File: src/rtl/pvic_pkg.sv
package pvic_pkg;
   typedef enum logic {
      LVL_LO = 1'b0,
      LVL_HI = 1'b1
   } lvl_e;

   function automatic int clog2_min1(input int n);
      return (n <= 2) ? 1 : $clog2(n);
   endfunction
endpackage

File: src/rtl/pvic_src_gate.sv
module pvic_src_gate #(
   parameter int NUM_SRC = 18,
   parameter int SUB_W   = 8,
   parameter logic [NUM_SRC-1:0] PRESENT = '1
) (
   input  logic [NUM_SRC*SUB_W-1:0] src_flags,
   input  logic [NUM_SRC-1:0]       src_en,
   input  logic                     global_en,
   output logic [NUM_SRC-1:0]       pend
);
   for (genvar s = 0; s < NUM_SRC; s++) begin : g_src
      if (PRESENT[s]) begin : g_live
         assign pend[s] = global_en & src_en[s] & (|src_flags[s*SUB_W +: SUB_W]);
      end else begin : g_hole
         logic unused_flags;
         assign unused_flags = ^{src_flags[s*SUB_W +: SUB_W], src_en[s]};
         assign pend[s] = 1'b0;
      end
   end
endmodule

File: src/rtl/pvic_arbiter.sv
module pvic_arbiter
   import pvic_pkg::*;
#(
   parameter int NUM_SRC = 18,
   parameter int IDX_W   = clog2_min1(NUM_SRC)
) (
   input  logic [NUM_SRC-1:0] pend,
   input  logic [NUM_SRC-1:0] src_hi,
   output logic               any_pend,
   output logic [IDX_W-1:0]   win_idx,
   output lvl_e               win_lvl
);
   logic [NUM_SRC-1:0] hi_set;
   logic [NUM_SRC-1:0] pick_set;

   always_comb begin
      hi_set   = pend & src_hi;
      any_pend = |pend;
      if (|hi_set) begin
         pick_set = hi_set;
         win_lvl  = LVL_HI;
      end else begin
         pick_set = pend;
         win_lvl  = LVL_LO;
      end
   end

   always_comb begin
      win_idx = '0;
      for (int i = NUM_SRC - 1; i >= 0; i--) begin
         if (pick_set[i]) win_idx = IDX_W'(i);
      end
   end
endmodule

File: src/rtl/pvic_nest.sv
module pvic_nest
   import pvic_pkg::*;
(
   input  logic clk,
   input  logic rst_n,
   input  logic take,
   input  lvl_e take_lvl,
   input  logic ret,
   output logic in_hi,
   output logic in_lo
);
   logic nx_hi, nx_lo;

   always_comb begin
      nx_hi = in_hi;
      nx_lo = in_lo;
      if (ret) begin
         if (in_hi) nx_hi = 1'b0;
         else       nx_lo = 1'b0;
      end
      if (take) begin
         if (take_lvl == LVL_HI) nx_hi = 1'b1;
         else                    nx_lo = 1'b1;
      end
   end

   always_ff @(posedge clk) begin
      if (!rst_n) begin
         in_hi <= 1'b0;
         in_lo <= 1'b0;
      end else begin
         in_hi <= nx_hi;
         in_lo <= nx_lo;
      end
   end
endmodule

File: src/rtl/pvic_top.sv
module pvic_top
   import pvic_pkg::*;
#(
   parameter int NUM_SRC    = 18,
   parameter int SUB_W      = 8,
   parameter int ADDR_W     = 16,
   parameter int VEC_BASE   = 3,
   parameter int VEC_STRIDE = 8,
   parameter logic [NUM_SRC-1:0] PRESENT = 18'h2FFFF,
   parameter logic [NUM_SRC-1:0] AUTOCLR = 18'h0000F
) (
   input  logic                     clk,
   input  logic                     rst_n,
   input  logic                     global_en,
   input  logic [NUM_SRC*SUB_W-1:0] src_flags,
   input  logic [NUM_SRC-1:0]       src_en,
   input  logic [NUM_SRC-1:0]       src_hi,
   input  logic                     irq_ack,
   input  logic                     irq_ret,
   output logic                     irq_req,
   output logic [ADDR_W-1:0]        irq_vec,
   output logic [NUM_SRC-1:0]       flag_clr
);
   localparam int IDX_W   = clog2_min1(NUM_SRC);
   localparam int TOP_VEC = VEC_BASE + VEC_STRIDE * (NUM_SRC - 1);

   if (NUM_SRC < 1 || NUM_SRC > 64) begin : g_bad_num
      $error("pvic_top: NUM_SRC out of range");
   end
   if (SUB_W < 1) begin : g_bad_sub
      $error("pvic_top: SUB_W must be at least 1");
   end
   if (VEC_STRIDE < 1) begin : g_bad_stride
      $error("pvic_top: VEC_STRIDE must be at least 1");
   end
   if (TOP_VEC >= (2 ** ADDR_W)) begin : g_bad_addr
      $error("pvic_top: ADDR_W too narrow for vector table");
   end

   logic [NUM_SRC-1:0] pend;
   logic               any_pend;
   logic [IDX_W-1:0]   win_idx;
   lvl_e               win_lvl;
   logic               in_hi, in_lo;
   logic               may_raise;
   logic               take;
   logic [IDX_W-1:0]   held_idx;
   lvl_e               held_lvl;
   logic [NUM_SRC-1:0] clr_sel;

   pvic_src_gate #(
      .NUM_SRC (NUM_SRC),
      .SUB_W   (SUB_W),
      .PRESENT (PRESENT)
   ) u_gate (
      .src_flags (src_flags),
      .src_en    (src_en),
      .global_en (global_en),
      .pend      (pend)
   );

   pvic_arbiter #(
      .NUM_SRC (NUM_SRC),
      .IDX_W   (IDX_W)
   ) u_arb (
      .pend     (pend),
      .src_hi   (src_hi),
      .any_pend (any_pend),
      .win_idx  (win_idx),
      .win_lvl  (win_lvl)
   );

   assign take = irq_req & irq_ack;

   pvic_nest u_nest (
      .clk      (clk),
      .rst_n    (rst_n),
      .take     (take),
      .take_lvl (held_lvl),
      .ret      (irq_ret),
      .in_hi    (in_hi),
      .in_lo    (in_lo)
   );

   // preemption gate: high service blocks all, low service admits only high
   assign may_raise = any_pend & ~in_hi & (~in_lo | (win_lvl == LVL_HI));

   always_ff @(posedge clk) begin
      if (!rst_n) begin
         irq_req  <= 1'b0;
         irq_vec  <= '0;
         held_idx <= '0;
         held_lvl <= LVL_LO;
      end else if (irq_req) begin
         if (irq_ack) irq_req <= 1'b0;
      end else if (may_raise) begin
         irq_req  <= 1'b1;
         held_idx <= win_idx;
         held_lvl <= win_lvl;
         irq_vec  <= ADDR_W'(VEC_BASE) + ADDR_W'(VEC_STRIDE) * ADDR_W'(win_idx);
      end
   end

   for (genvar s = 0; s < NUM_SRC; s++) begin : g_clr
      if (AUTOCLR[s]) begin : g_auto
         assign clr_sel[s] = take & (held_idx == IDX_W'(s));
      end else begin : g_soft
         assign clr_sel[s] = 1'b0;
      end
   end

   always_ff @(posedge clk) begin
      if (!rst_n) flag_clr <= '0;
      else        flag_clr <= clr_sel;
   end
endmodule

File: config.mk
export PLATFORM = sky130hd
export DESIGN_NAME = pvic_top
export DESIGN_NICKNAME = d
export VERILOG_FILES = /design/src/rtl/pvic_pkg.sv /design/src/rtl/pvic_src_gate.sv /design/src/rtl/pvic_arbiter.sv /design/src/rtl/pvic_nest.sv /design/src/rtl/pvic_top.sv
export SDC_FILE = /design/constraint.sdc
export NUM_CORES = 1
export LEC_CHECK = 0
export BUFFER_PORTS_ARGS = -buffer_cell sky130_fd_sc_hd__clkbuf_2
export CAP_MARGIN = 30
export CORE_ASPECT_RATIO = 0.75
export CORE_MARGIN = 8
export CORE_UTILIZATION = 34
export DETAILED_ROUTE_END_ITERATION = 7
export PLACE_DENSITY_LB_ADDON = 0.2
export RECOVER_POWER = 25
export SETUP_SLACK_MARGIN = 0.2
export SLEW_MARGIN = 10
export SYNTH_ARGS = -nofsm -noshare
export SYNTH_HDL_FRONTEND = slang
export SYNTH_HIERARCHICAL = 1
export SYNTH_SLANG_ARGS = --single-unit
File: constraint.sdc
create_clock -name clk -period 5.2 [get_ports clk]
set_input_delay 0.78 -clock clk [delete_from_list [all_inputs] [get_ports clk]]
set_output_delay 0.78 -clock clk [all_outputs]
set_load 0.02 [all_outputs]
# After elaboration in Yosys (flattened, before gate mapping)
# Index checks and enable logic that the tools add are counted.
# totals
reg_bits	43
elab_cells	109
input_bits	185
out_inout_bits	35
# classes
n_reduce_logical	21
mux	30
n_eq_ne	3
add_sub_neg	1
bitwise_logic	46
# ops
op	n
OR reduction 8 bit	17
2-to-1 mux 5 bit	18
AND 1 bit	41
AND 18 bit	1
2-to-1 mux 18 bit	1
OR reduction 18 bit	1
OR reduction 17 bit	1
2-to-1 mux 1 bit	11
equality test 5 x 2 -> 1 bit, second input constant	2
adder 2 x 8 -> 9 bit, first input constant	1
equality test 5 x 1 -> 1 bit, second input constant	1
logical NOT 5 bit	1
inverter 1 bit	3
AND reduction 2 bit	1
OR 1 bit	1

# Depth between registers and ports, before layout
# logic_depth
depth_word	24
depth_mapped	15
depth_no_buf	12

# Hierarchy
# Netlist, hierarchy kept.
# by_module_without_submodules
module	cells_each	area_each_um2	n_inst
pvic_top	71	640.6	1
pvic_arbiter	79	521.8	1
pvic_src_gate	72	404.1	1
pvic_nest	9	83.8	1

# Worst setup path after synthesis
# Ideal clock, no wire load.
# synth_timing
path_kind	input -> register
startpoint	input port global_en
endpoint	register irq_vec[7]
setup_slack_ns	2.214
cell_stages	14
path_buffers	3
setup_time_ns	0.072
arrival_time_ns	2.914
required_time_ns	5.128
cell_sequence	buf_6 -> buf_12 -> nand2_1 -> a21oi_1 -> a22oi_1 -> nand3_1 -> nor2_4 -> buf_6 -> o21a_1 -> nor4_1 -> inv_1 -> a2111oi_2 -> nand2_1 -> mux2i_1
# synth_between
elab_chain_cells	24
elab_cells_between_ends	62
# synth_lines
element	line_no	rtl
start: declaration	pvic_top.sv:14	input logic global_en,
AND 1 bit * (2 in series)	pvic_src_gate.sv:13	assign pend[s] = global_en & src_en[s] & (|src_flags[s*SUB_W +: SUB_W]);
via pend[12]	pvic_top.sv:40	logic [NUM_SRC-1:0] pend;
AND 18 bit	pvic_arbiter.sv:17	hi_set = pend & src_hi;
OR reduction 18 bit	pvic_arbiter.sv:19	if (|hi_set) begin
2-to-1 mux 18 bit *	pvic_arbiter.sv:19	
2-to-1 mux 5 bit (17 in series)	pvic_arbiter.sv:31	if (pick_set[i]) win_idx = IDX_W'(i);
2-to-1 mux 5 bit *	pvic_arbiter.sv:31	
via win_idx[4]	pvic_top.sv:42	logic [IDX_W-1:0] win_idx;
adder 2 x 8 -> 9 bit *	pvic_top.sv:100	irq_vec <= ADDR_W'(VEC_BASE) + ADDR_W'(VEC_STRIDE) * ADDR_W'(win_idx);
end signal: assignment	pvic_top.sv:100	
end: declaration	pvic_top.sv:21	output logic [ADDR_W-1:0] irq_vec,
# The timed path passes the listed nets; every way through them passes the cells marked *.
# A chain may end at the register's enable or synchronous reset.

# Worst setup path in the final report
# Ends and elaborated chain as after synthesis.

==> impl_results.md <==
- H-Tree Depth: 1
- Via-to-Cell Ratio: roughly 5
- GP Congestion: ~0.91
- Met1 Use GR: between 20% and 30%
- Clk sinks: 14
- M2 GR Usage: between 30% and 40%
- Yosys warns: 6
- Final ANT Viol Nets: 0
- Slowest cell on crit path: nor4bb_1
- Antenna diodes: 0
- I/O pin total: 220
- Area leader, netlist: dfxtp_1
- Post-CTS setup repair buffer count: 0
- Min Tclk post-route: between 3 and 4 ns
- CTS hold repair buffers: 0
- Top Usage Layer GRT: met2
- Starting Density: about 34%
- Worst path depth: 12
- Drt drc: 0
- Post-Synthesis Cell Area: 1650 um2
- WL per Instance: between 15 and 20 um
- Non-Filler Instances: about 470
- Die H: about 76 um
- Detailed Routing Iterations Pass 1: 4
- Fin nets: 600
- VDD IR max: 0.000124 V
- Clock transition at path regs: approximately 0.06 ns
- Leakage: around 1.3 nW
- Rel. slew slack: between 50% and 60%
- Port Buffers: about 190
- Worst Path Required: 5.38 ns
- Clk Tree Root Cell: clkbuf_8
- Critical Path Start Type: input pin
- Synth-to-Final Area Change: 54.1%
- Final setup margin: 1.74 ns
- Final worst-path cycle share: around two thirds
- Top-area cell type share of the netlist area: approximately 17%
- Die Wd: between 90 and 100 um
- Syn_area_per_cell: 7.14 um2
- Final Util: around 53%
- Synth cell types: 39
- Setup_tns: 0 ns
- Routed WL: about 7800 um
- Grt met3 use: about 6.5%
- PostCTS Resize Cnt: 0
- Die Area: 7360 um2
- Worst skew pair latency: 0.25 ns
- Worst slew pin tran: between 0.6 and 0.7 ns
- Synth area leaders: dfxtp_1 (17%), nor4_1 (15%), buf_4 (12%)
- R2R Setup Slk: between 3 and 4 ns
- Hold crit path type: register to register
- Share of layout cells above drive strength 1: a little under half
- Reg2Reg Depth: 4
- Yosys reg bits: 14
- Kind of critical path: input pin to register
- Register area share after synthesis: between 15 and 20%
- Max Cap Viol: 0
- TritonCTS Buffers: 3
- RSZ-0062 raised after global routing: no
- Clock buffer depth: 2
- First-pass GRT wire length: roughly 11000 um
- Crit path max fanout: 26
- # rows: 22
- Number of global-route vias before repair: ~2400
- CP endpoint kind: register
- Global Route Usage Sum: about a fifth
- Max incr delay on CP: 0.53 ns
- Worst path bufs/invs: 1
- Final setup viols: 0
- Worst setup path end: irq_vec[7]
- Final slew viol count: 0
- Status: finished clean
- CP delay by family, top: simple AND/OR/NAND/NOR gates
- Largest net degree at the start of global routing: 27
- DP Worst Slack: 1.54 ns
- Filler instances: between 500 and 600
- Worst path cell trace: clkbuf_2 -> nand2_1 -> a21oi_1 -> a22oi_1 -> nand3_1 -> nor2_4 -> o21ai_0 -> nor4bb_1 -> nand3_1 -> a2111oi_2 -> nand2_1 -> mux2i_1
- Final clock skew: roughly 0.0021 ns
- Final hold violation count: 0
- FMAX: 289 MHz
- PwrDens: 163 nW/um2
- Reg2reg end: held_idx[2]
- Placed cells: approximately 470
- Congestion Overflow GR: 0
- HPWL Detailed: roughly 7200 um
- CTS tree: yes
- Syn Inst Count: 231
- DR iter-0 viols: 100
- Core Region: 4790 um2
- Routed via count: about 2400
- Initial antenna violation count: 0
- Pwr Total: between 0.0004 and 0.0005 W
- Worst Setup SP: global_en
- R2r startpoint: u_nest/in_lo
- Crit path arrival time: about 3.6 ns
-- routing by layer --
layer  vias up  wire, um
met5         -         0
met4         0        95
met3         8       972
met2       117      3880
met1      1064      2860
li1       1201         -
-- worst min-delay path, delay by kind of cell, from the launching register on --
kind | cells | cell delay [ns]
flip-flops | 1 | 0.31
AO/OA/AOI/OAI | 1 | 0.05
AND/OR/NAND/NOR | 1 | 0.05
-- cells in the mapped netlist --
library cell,number
nor4bb_1,1
nand3_1,3
nor2_4,1
a22oi_1,5
buf_2,1
inv_1,6
a21boi_2,1
o21ai_0,16
nand3b_1,1
o21ai_2,1
o21a_1,10
a311oi_1,1
a311oi_2,1
o211a_1,1
buf_12,1
a221o_1,1
dfxtp_1,14
nor3_1,5
nand2_1,39
buf_4,26
o221ai_1,1
nor2b_1,3
nand2b_1,2
o22ai_1,1
and2_1,3
o21ai_1,1
nor4_1,40
a21oi_1,22
nor3b_1,1
nand4_1,2
a2111oi_2,1
a22o_1,2
mux2i_1,6
a221oi_2,2
buf_6,3
nor4b_2,2
a211oi_1,1
nor2_1,1
conb_1,2
-- metrics by stage --
stage | cell area (um2) | hold slack (ns)
3_3_place_gp | 2490 | 0.442
4_1_cts | 2540 | 0.457
3_5_place_dp | 2490 | 0.449
2_1_floorplan | 1730 | 0.424
6_report | 2540 | 0.452
5_1_grt | 2540 | 0.462
-- where the power goes --
group	internal, W	switching (W)
logic	0.0000875	0.0000992
registers	0.000116	0.00000708
clock network	0.0000671	0.0000391
-- how the worst min path moves through the flow --
stage                     depth (start not counted)         start            to
after floorplan                                   2  u_nest/in_lo  u_nest/in_lo
after global placement                            2  u_nest/in_lo  u_nest/in_lo
after detailed placement                          2  u_nest/in_lo  u_nest/in_lo
after CTS                                         2  u_nest/in_lo  u_nest/in_lo
after global routing                              2  u_nest/in_lo  u_nest/in_lo
final                                             2  u_nest/in_lo  u_nest/in_lo
-- state kept, by name, summed over array words and instances, names as in the netlist --
name and flops:
flag_clr 4, held_idx 4, held_lvl 1, irq_req 1
irq_vec 2, u_nest/in_hi 1, u_nest/in_lo 1
-- final cells by class --
class | instances | area (um2) | share of cell area, %
well taps | 60 | 75.1 | 2.95
multi-input cells | 202 | 1170 | 46.1
inverters | 6 | 22.5 | 0.886
clock buffers | 4 | 55.1 | 2.17
repair buffers | 188 | 937 | 36.9
flip-flops and latches | 14 | 280 | 11.0
-- logic make-up after synthesis --
logic type	synth area share, %
AOI/OAI and AO/OA	27.7
DFF	17.0
and+or+nand+nor	34.5
buffers and inverters	16.8
muxes	3.64
other	0.455
-- layout by cell type (no fill, tap or decap), drive strengths merged --
cell type,count
dfxtp,14
a221o,1
conb,24
a2111oi,1
a22oi,5
nor2,2
mux2i,6
nor2b,3
nor4bb,1
nand2,39
a221oi,2
o21a,10
clkbuf,192
nor4b,2
o221ai,1
nand3,3
nor4,40
nand4,2
a211oi,1
a21boi,1
nor3b,1
a22o,2
a21oi,22
nand3b,1
o211a,1
inv,6
and2,3
nor3,5
nand2b,2
a311oi,2
o21ai,18
o22ai,1
Note: power is estimated with default switching activity, not from simulation.
